## src/rtl/pause_pkg.sv

```systemverilog
// Shared types for the flow-control frame scheduler.
package pause_pkg;
    typedef enum logic [1:0] {SRC_NONE = 2'd0, SRC_FIFO = 2'd1, SRC_HOST = 2'd2} src_e;
    typedef enum logic {KIND_XON = 1'b0, KIND_XOFF = 1'b1} kind_e;
    typedef enum logic {ST_IDLE = 1'b0, ST_REQ = 1'b1} st_e;
endpackage

```

## src/rtl/pause_fifo_track.sv

```systemverilog
// Tracks edges of the receive FIFO threshold flag and keeps at most one
// pending automatic frame, whose type follows the most recent edge.
// Assumes grant_i is a single-cycle strobe naming the type that was sent.
module pause_fifo_track
    import pause_pkg::*;
(
    input  logic  clk,
    input  logic  rst_n,
    input  logic  flag_i,
    input  logic  grant_i,
    input  kind_e grant_kind_i,
    output logic  pend_o,
    output kind_e kind_o
);
    logic flag_q;
    logic rise, fall;

    // Edge decode against the registered flag.
    always_comb begin
        rise = flag_i & ~flag_q;
        fall = ~flag_i & flag_q;
    end

    // Pending slot: newest edge overwrites, grant clears only a matching type.
    always_ff @(posedge clk) begin
        if (!rst_n) begin
            flag_q <= 1'b0;
            pend_o <= 1'b0;
            kind_o <= KIND_XON;
        end else begin
            flag_q <= flag_i;
            if (rise) begin
                pend_o <= 1'b1;
                kind_o <= KIND_XOFF;
            end else if (fall) begin
                pend_o <= 1'b1;
                kind_o <= KIND_XON;
            end else if (grant_i && (kind_o == grant_kind_i)) begin
                pend_o <= 1'b0;
            end
        end
    end

    a_r6_rise_xoff: assert property (@(posedge clk) disable iff (!rst_n)
        (flag_i && !flag_q) |=> (pend_o && kind_o == KIND_XOFF));
    a_r7_fall_xon: assert property (@(posedge clk) disable iff (!rst_n)
        (!flag_i && flag_q) |=> (pend_o && kind_o == KIND_XON));
    a_r11_keep_newer: assert property (@(posedge clk) disable iff (!rst_n)
        (grant_i && pend_o && kind_o != grant_kind_i) |=> pend_o);
endmodule

```

## src/rtl/pause_host_track.sv

```systemverilog
// Turns the level software request bit into a single pending request.
// Assumes the bit stays high until some cycle after the done strobe; a
// served flag blocks a second frame for as long as the bit lingers.
module pause_host_track (
    input  logic clk,
    input  logic rst_n,
    input  logic host_i,
    input  logic grant_i,
    output logic pend_o
);
    logic served_q;

    // Pending while requested and not yet served.
    always_comb pend_o = host_i & ~served_q;

    // Served flag: set on grant, cleared once software drops the bit.
    always_ff @(posedge clk) begin
        if (!rst_n)        served_q <= 1'b0;
        else if (!host_i)  served_q <= 1'b0;
        else if (grant_i)  served_q <= 1'b1;
    end

    a_r2_single_frame: assert property (@(posedge clk) disable iff (!rst_n)
        grant_i |=> !pend_o);
endmodule

```

## src/rtl/pause_issue.sv

```systemverilog
// Arbitrates between pending sources at frame boundaries and holds one
// request toward the frame builder until it is accepted. FIFO frames win
// over host frames. Assumes the builder raises tx_busy_i from the cycle
// after acceptance until its frame is done.
module pause_issue
    import pause_pkg::*;
#(
    parameter int QW = 16
) (
    input  logic          clk,
    input  logic          rst_n,
    input  logic          busy_i,
    input  logic          fifo_pend_i,
    input  kind_e         fifo_kind_i,
    input  logic          host_pend_i,
    input  logic [QW-1:0] quanta_cfg_i,
    input  logic          irq_en_i,
    input  logic          ack_i,
    output logic          req_o,
    output logic          xoff_o,
    output logic [QW-1:0] quanta_o,
    output logic          fifo_grant_o,
    output logic          host_grant_o,
    output kind_e         grant_kind_o,
    output logic          done_o,
    output logic          irq_o
);
    st_e   state_q;
    src_e  src_q;
    kind_e kind_q;
    logic  launch;
    logic  accept;

    // Launch decision and acceptance strobe.
    always_comb begin
        launch       = (state_q == ST_IDLE) && !busy_i && (fifo_pend_i || host_pend_i);
        accept       = (state_q == ST_REQ) && ack_i;
        fifo_grant_o = accept && (src_q == SRC_FIFO);
        host_grant_o = accept && (src_q == SRC_HOST);
        grant_kind_o = kind_q;
        req_o        = (state_q == ST_REQ);
        xoff_o       = (kind_q == KIND_XOFF);
    end

    // Request state, latched source, type and quanta.
    always_ff @(posedge clk) begin
        if (!rst_n) begin
            state_q  <= ST_IDLE;
            src_q    <= SRC_NONE;
            kind_q   <= KIND_XON;
            quanta_o <= '0;
        end else if (launch) begin
            state_q <= ST_REQ;
            if (fifo_pend_i) begin
                src_q    <= SRC_FIFO;
                kind_q   <= fifo_kind_i;
                quanta_o <= (fifo_kind_i == KIND_XOFF) ? quanta_cfg_i : '0;
            end else begin
                src_q    <= SRC_HOST;
                kind_q   <= KIND_XOFF;
                quanta_o <= quanta_cfg_i;
            end
        end else if (accept) begin
            state_q <= ST_IDLE;
            src_q   <= SRC_NONE;
        end
    end

    // Done and interrupt strobes, one cycle after host acceptance.
    always_ff @(posedge clk) begin
        if (!rst_n) begin
            done_o <= 1'b0;
            irq_o  <= 1'b0;
        end else begin
            done_o <= host_grant_o;
            irq_o  <= host_grant_o && irq_en_i;
        end
    end

    a_r10_hold: assert property (@(posedge clk) disable iff (!rst_n)
        (req_o && !ack_i) |=> (req_o && $stable(xoff_o) && $stable(quanta_o)));
    a_r3_boundary: assert property (@(posedge clk) disable iff (!rst_n)
        $rose(req_o) |-> $past(!busy_i));
    a_r7_xon_zero: assert property (@(posedge clk) disable iff (!rst_n)
        (req_o && !xoff_o) |-> (quanta_o == '0));
    a_r4_done_pulse: assert property (@(posedge clk) disable iff (!rst_n)
        done_o |=> !done_o);
    a_r5_irq_with_done: assert property (@(posedge clk) disable iff (!rst_n)
        irq_o |-> done_o);
    a_r9_fifo_first: assert property (@(posedge clk) disable iff (!rst_n)
        (launch && fifo_pend_i) |=> (src_q == SRC_FIFO));
endmodule

```

## src/rtl/pause_sched.sv

```systemverilog
// Top of the flow-control frame scheduler: edge tracker for the FIFO
// threshold, level tracker for the software request, and the issuer that
// drives the frame builder handshake at frame boundaries.
module pause_sched
    import pause_pkg::*;
#(
    parameter int QW = 16
) (
    input  logic          clk,
    input  logic          rst_n,
    input  logic          host_req_i,
    input  logic          fifo_thr_i,
    input  logic          tx_busy_i,
    input  logic [QW-1:0] quanta_cfg_i,
    input  logic          irq_en_i,
    input  logic          pause_ack_i,
    output logic          pause_req_o,
    output logic          pause_xoff_o,
    output logic [QW-1:0] pause_quanta_o,
    output logic          host_done_o,
    output logic          irq_o
);
    logic  fifo_pend, host_pend;
    kind_e fifo_kind, grant_kind;
    logic  fifo_grant, host_grant;

    pause_fifo_track u_fifo (
        .clk          (clk),
        .rst_n        (rst_n),
        .flag_i       (fifo_thr_i),
        .grant_i      (fifo_grant),
        .grant_kind_i (grant_kind),
        .pend_o       (fifo_pend),
        .kind_o       (fifo_kind)
    );

    pause_host_track u_host (
        .clk     (clk),
        .rst_n   (rst_n),
        .host_i  (host_req_i),
        .grant_i (host_grant),
        .pend_o  (host_pend)
    );

    pause_issue #(.QW(QW)) u_issue (
        .clk          (clk),
        .rst_n        (rst_n),
        .busy_i       (tx_busy_i),
        .fifo_pend_i  (fifo_pend),
        .fifo_kind_i  (fifo_kind),
        .host_pend_i  (host_pend),
        .quanta_cfg_i (quanta_cfg_i),
        .irq_en_i     (irq_en_i),
        .ack_i        (pause_ack_i),
        .req_o        (pause_req_o),
        .xoff_o       (pause_xoff_o),
        .quanta_o     (pause_quanta_o),
        .fifo_grant_o (fifo_grant),
        .host_grant_o (host_grant),
        .grant_kind_o (grant_kind),
        .done_o       (host_done_o),
        .irq_o        (irq_o)
    );

    a_r1_reset_quiet: assert property (@(posedge clk)
        !rst_n |=> (!pause_req_o && !host_done_o && !irq_o));
endmodule

```

## config.mk

```make
export PLATFORM = sky130hd
export DESIGN_NAME = pause_sched
export DESIGN_NICKNAME = d
export VERILOG_FILES = /design/src/rtl/pause_pkg.sv /design/src/rtl/pause_fifo_track.sv /design/src/rtl/pause_host_track.sv /design/src/rtl/pause_issue.sv /design/src/rtl/pause_sched.sv
export SDC_FILE = /design/constraint.sdc
export NUM_CORES = 1
export LEC_CHECK = 0
export BUFFER_PORTS_ARGS = -buffer_cell sky130_fd_sc_hd__buf_2
export CORE_MARGIN = 4
export CORE_UTILIZATION = 47
export CTS_CLUSTER_SIZE = 12
export DETAILED_ROUTE_END_ITERATION = 6
export PLACE_DENSITY = 0.84
export SYNTH_ARGS = -nofsm -noshare
export SYNTH_HDL_FRONTEND = slang
export SYNTH_HIERARCHICAL = 1
export SYNTH_SLANG_ARGS = --single-unit
```

## constraint.sdc

```tcl
create_clock -name clk -period 2.3 [get_ports clk]
set_input_delay 0.46 -clock clk [delete_from_list [all_inputs] [get_ports clk]]
set_output_delay 0.46 -clock clk [all_outputs]
set_load 0.02 [all_outputs]
```

==> results.ini, run 1 <==
[grt]
grt_usage_pct=14.0
grt_max_degree=18
overflow=0
antenna_found_initial=0
grt_pass1_vias=678
grt_pass1_wl_mm=2.86

[critical_path]
worst-path-max-fanout=17
cp.required_ns=2.51
timing.setup.critical_path_class=reg2reg
critPathArrivalTime_ns=1.79
worst-r2r-setup-slack_ns=0.72
worst_setup_path_start_kind=flip-flop
end_kind=flip-flop

[floorplanning]
ios=43
rows=15
die_h_um=52.2
core-area_um2=1780
start_util_pct=51.6
die_w_um=52.2
die_area_um2=2730

[hold_path]
hold_class=in2reg

[power]
p_switching_mw=0.199
power.density_nw_per_um2=770
swShare_pct=22.2
p_comb_share_pct=12.1
power.internal_mw=0.698
p_leak_nw=0.593
p_total_mw=0.897
power_frac_clock_pct=33.6
p_seq_share_pct=54.4
peakVddDrop_uv=446

[synthesis]
seq_area_frac_synth_pct=56.6
yosysTopAreaCell=dfxtp_1
ys_types=27
async_reset_ff_share_pct=0
netlist_instances=79
yosys-top-cells-area=dfxtp_1 (57%), a22o_1 (15%), buf_2 (1.6%)
synth_edf_count=0
syn-cell-area_um2=920
synth_fp_nets=103
ys_warn_count=6
synth_seq_cells=26
syn_area_per_cell_um2=11.6
ys.flop_type=dfxtp_1
yosysTopAreaCellShare_pct=56.6

[sta]
min_period_ns=1.58
finalHoldViolCount=0
period_share_pct=68.6
rsz0062_at_grt=false
setup_violations=0
whs_ns=0.357
finClkSkew_ns=0.00561
setup_tns_ns=0
tightest_slew_ns=0.609
fmax_ghz=0.633
maxSlewHeadroom_pct=59.4
final_max_slew_viol_count=0

[drt]
drtIter0Drc=5
wl_per_cell_um=12.9
totalWireLength_mm=1.86
drc=0
postRouteAntennaNets=0
firstDrtPassIters=4
routed_via_density=4.84
dr_total_vias=697

[placed_design]
gp_congestion=0.738
hpwl_mm=1.46
dp_cells=140
port_buffers=42

[finish]
area_growth_pct=26.7
drive_gt1_share_pct=39.5
fillCellCount=150
antenna_cells=0
layout.nets=144
final_cell_count_no_fill=144

[clocking]
clock-root-buffer=clkbuf_4
postCtsHoldBufs=0
cts_setup_buffers=0
cts.sinks=26
clk_latency_ns=0.31
cts_max_level=1
cts_resized=0
ctsLongestPathBuffers=2
clkSlewWorstSetupHoldPaths_ns=0.13
tritoncts=done
cts_made_buffers=3

[flow_run]
cap_violations=0

[run_status]
status=completed

[critical path: stages (launching register included)]
cell and delay, ns:
dfxtp_1 0.34, and2b_2 0.22, mux2_1 0.27, and3_1 0.34, a22o_1 0.31
[cell type report]
class	instances	area [um2]	area share [%]
Clock buffer	3	22.5	1.93
Tap cell	25	31.3	2.69
Clock inverter	1	30.0	2.58
Multi-Input combinational cell	45	343	29.4
Sequential cell	26	520	44.7
Timing Repair Buffer	42	210	18.0
Inverter	2	7.51	0.644
[state kept, by name, indices dropped and copies added, names as in the netlist]
register and cells:
u_issue/quanta_o 16, u_issue/irq_o 1, u_host/served_q 1, u_issue/done_o 1, u_issue/req_o 1, u_issue/grant_kind_o 1, u_fifo/flag_q 1, u_issue/src_q 2
u_fifo/kind_o 1, u_fifo/pend_o 1
[placed cells by master, fill, tap and decap left out, drive strengths merged]
cell type / Yosys / layout
nor3: 1 / 1
nor2b: 2 / 2
o31a: 1 / 1
nand3: 3 / 3
buf: 6 / 42
dfxtp: 26 / 26
a21o: 1 / 1
mux2i: 1 / 1
nand4b: 1 / 1
and2: 2 / 2
inv: 2 / 2
xor2: 1 / 1
and3: 2 / 2
o221a: 1 / 1
nor2: 2 / 2
o21ai: 2 / 2
nand2: 2 / 2
bufinv: 0 / 1
a22o: 16 / 16
o211a: 1 / 1
and2b: 1 / 1
mux2: 1 / 1
clkbuf: 0 / 3
o21a: 1 / 1
ha: 1 / 1
nor3b: 2 / 2
[worst paths after layout]
check	to	depth (start not counted)	startpoint
worst max-delay path	u_issue/quanta_o[15]	4	u_host/served_q
worst min-delay path	u_issue/quanta_o[10]	2	quanta_cfg_i[10]
worst max register to register	u_issue/quanta_o[15]	4	u_host/served_q
worst min register to register	u_issue/quanta_o[5]	1	u_issue/quanta_o[5]
[per-stage QoR]
stage | setup slack, ns | instance area (um2) | utilization (%)
after floorplan | 0.653 | 920 | -
after global placement | 0.499 | 1110 | 62.4
after detailed placement | 0.480 | 1110 | 62.4
after CTS | 0.693 | 1160 | 65.3
after global routing | 0.623 | 1160 | 65.3
final | 0.721 | 1160 | 65.3
[Yosys cell counts, types with 2 or more instances]
| cell | number |
|---|---|
| nand2_1 | 2 |
| and3_1 | 2 |
| inv_1 | 2 |
| nor3b_1 | 2 |
| dfxtp_1 | 26 |
| and2_1 | 2 |
| nor2b_1 | 2 |
| o21ai_0 | 2 |
| nand3_1 | 3 |
| nor2_1 | 2 |
| buf_2 | 3 |
| a22o_1 | 16 |
[layer usage]
metal / vias to the layer above / track usage [%] / wire length, um
li1: 366 / - / -
met1: 304 / 16.0 / 823
met2: 25 / 24.9 / 864
met3: 2 / 3.70 / 156
met4: 0 / 5.11 / 17
met5: - / 0 / 0
[power by group through the flow]
stage	Sequential, mW	Combinational [mW]	Clock (mW)
6_report	0.488	0.108	0.301
5_1_grt	0.491	0.119	0.327
3_5_place_dp	0.498	0.109	0
4_1_cts	0.488	0.109	0.312
2_1_floorplan	0.514	0.0544	0
3_3_place_gp	0.497	0.106	0
[kinds of logic after synthesis]
group / Yosys count / synth area share [%]
buf+inv: 8 / 6.12
xor+xnor: 1 / 0.953
compound gates: 23 / 21.2
mux: 2 / 2.31
fa+ha+maj: 1 / 1.36
flops: 26 / 56.6
simple gates: 18 / 11.4
Note: power is estimated with default switching activity, not from simulation.
==> run 2: changes to the inputs <==
CORE_UTILIZATION = 40   (was 47)
PLACE_DENSITY = 0.76   (was 0.84)
clock period = 1.4 ns   (was 2.3 ns; I/O delays follow)
==> results.ini, run 2 (synthesis results as in run 1) <==
[power]
p_seq_share_pct=53.7
p_total_mw=1.49
p_comb_share_pct=12.6
power_frac_clock_pct=33.7
p_switching_mw=0.338
peakVddDrop_uv=642
p_leak_nw=0.605
power.internal_mw=1.16
swShare_pct=22.6
power.density_nw_per_um2=1250

[floorplanning]
core-area_um2=2190
ios=43
die_area_um2=3130
rows=17
die_h_um=56.0
start_util_pct=42.0
die_w_um=56.0

[placed_design]
gp_congestion=0.730
place_area_um2=1140
hpwl_mm=1.45
port_buffers=42

[drt]
drtIter0Drc=26
postRouteAntennaNets=0
routed_via_density=5.00
drc=0
dr_total_vias=745
totalWireLength_mm=1.95
firstDrtPassIters=4
wl_per_cell_um=13.1

[sta]
whs_ns=0.171
tightest_slew_ns=0.391
finClkSkew_ns=0.00354
rsz0062_at_grt=false
min_period_ns=1.38
finalHoldViolCount=0
maxSlewHeadroom_pct=73.8
fmax_ghz=0.722
period_share_pct=98.9
final_max_slew_viol_count=0
setup_violations=0

[clocking]
ctsLongestPathBuffers=2
clock-root-buffer=clkbuf_4
cts_max_level=1
cts.sinks=26
postCtsHoldBufs=0
tritoncts=done
cts_made_buffers=3
cts_setup_buffers=0
clk_latency_ns=0.31
clkSlewWorstSetupHoldPaths_ns=0.14

[critical_path]
cp.required_ns=1.63
crit_buf_inv=0
worst-path-max-fanout=17
worst_setup_path_start_kind=flip-flop
cp_cell_sequence=and2b_2 -> mux2_4 -> and3_4 -> a22o_1
critPathArrivalTime_ns=1.61
critPathMaxStageDelay_ns=0.35
crit_slowest_cell=dfxtp_2
timing.setup.critical_path_class=reg2reg
end_kind=flip-flop
crit_family=simple AND/OR/NAND/NOR gates

[finish]
reg_top3=u_issue/quanta_o x16, u_issue/src_q x2
top_register=u_issue/quanta_o
final_cell_mix=buf_2 (42), dfxtp_1 (25), a22o_1 (16)
final_common_cell=buf_2
area_growth_pct=29.9
fillCellCount=209
antenna_cells=0
layout.nets=146
design_area_um2=1190
largest_reg_flops=16
drive_gt1_share_pct=43.8

[grt]
grt_usage_pct=12.8
overflow=0
grt_max_degree=18
grt_pass1_wl_mm=3.13
grt_pass1_vias=713
antenna_found_initial=0

[hold_path]
hold_class=in2reg

[run_status]
status=completed

[flow_run]
cap_violations=0

## run 2: cell count changes in the layout (fill, tap and decap cells not counted)
cell,before,now
buf_4,0,2
and3_1,2,1
and3_4,0,1
dfxtp_1,26,25
dfxtp_2,0,1
mux2_1,1,0
mux2_4,0,1
o31a_1,1,0
o31a_2,0,1
## run 2: layout make-up
class	instances	area, um2	area share (%)
Sequential cell	26	522	43.7
Inverter	2	7.51	0.628
Tap cell	28	35.0	2.93
Timing Repair Buffer	44	225	18.8
Multi-Input combinational cell	45	353	29.5
Clock buffer	3	22.5	1.88
Clock inverter	1	30.0	2.51
## run 2: final timing paths
| path | startpoint | end | slack (ns) | depth (start not counted) |
|---|---|---|---|---|
| hold reg to reg | u_issue/quanta_o[7] | u_issue/quanta_o[7] | 0.48 | 1 |
| setup / recovery | u_host/served_q | u_issue/quanta_o[5] | 0.02 | 4 |
| hold / removal | quanta_cfg_i[14] | u_issue/quanta_o[14] | 0.17 | 2 |
| setup reg to reg | u_host/served_q | u_issue/quanta_o[5] | 0.02 | 4 |
## run 2: per-layer routing
| layer | GRT usage, % | vias up | share of wire (%) |
|---|---|---|---|
| met5 | 0 | - | 0 |
| met1 | 14.8 | 351 | 43 |
| met2 | 21.1 | 20 | 50 |
| met4 | 7.12 | 0 | 0 |
| li1 | - | 374 | - |
| met3 | 3.94 | 0 | 6.5 |
## run 2: timing repair
item	in CTS	in global routing
hold endpoints to repair	0	0
endpoints found under the setup margin	17	3
pin swaps	0	3
gates resized for setup	2	0
## run 2: through the flow
step / std cells / setup TNS, ns / setup WS [ns] / util (%)
after CTS: 149 / 0 / 0.00852 / 54.5
final: 149 / 0 / 0.0152 / 54.5
after global placement: 145 / -1.46 / -0.0977 / 52.0
after floorplan: 79 / -0.601 / -0.0656 / -
after global routing: 149 / 0 / 0.00363 / 54.5
after detailed placement: 145 / -2.36 / -0.149 / 52.0
## run 2: power groups by stage
stage	clock network (mW)	logic (mW)	registers, mW
2_1_floorplan	0	0.0932	0.845
3_3_place_gp	0	0.185	0.817
3_5_place_dp	0	0.189	0.818
4_1_cts	0.522	0.190	0.802
5_1_grt	0.548	0.205	0.808
6_report	0.503	0.188	0.802
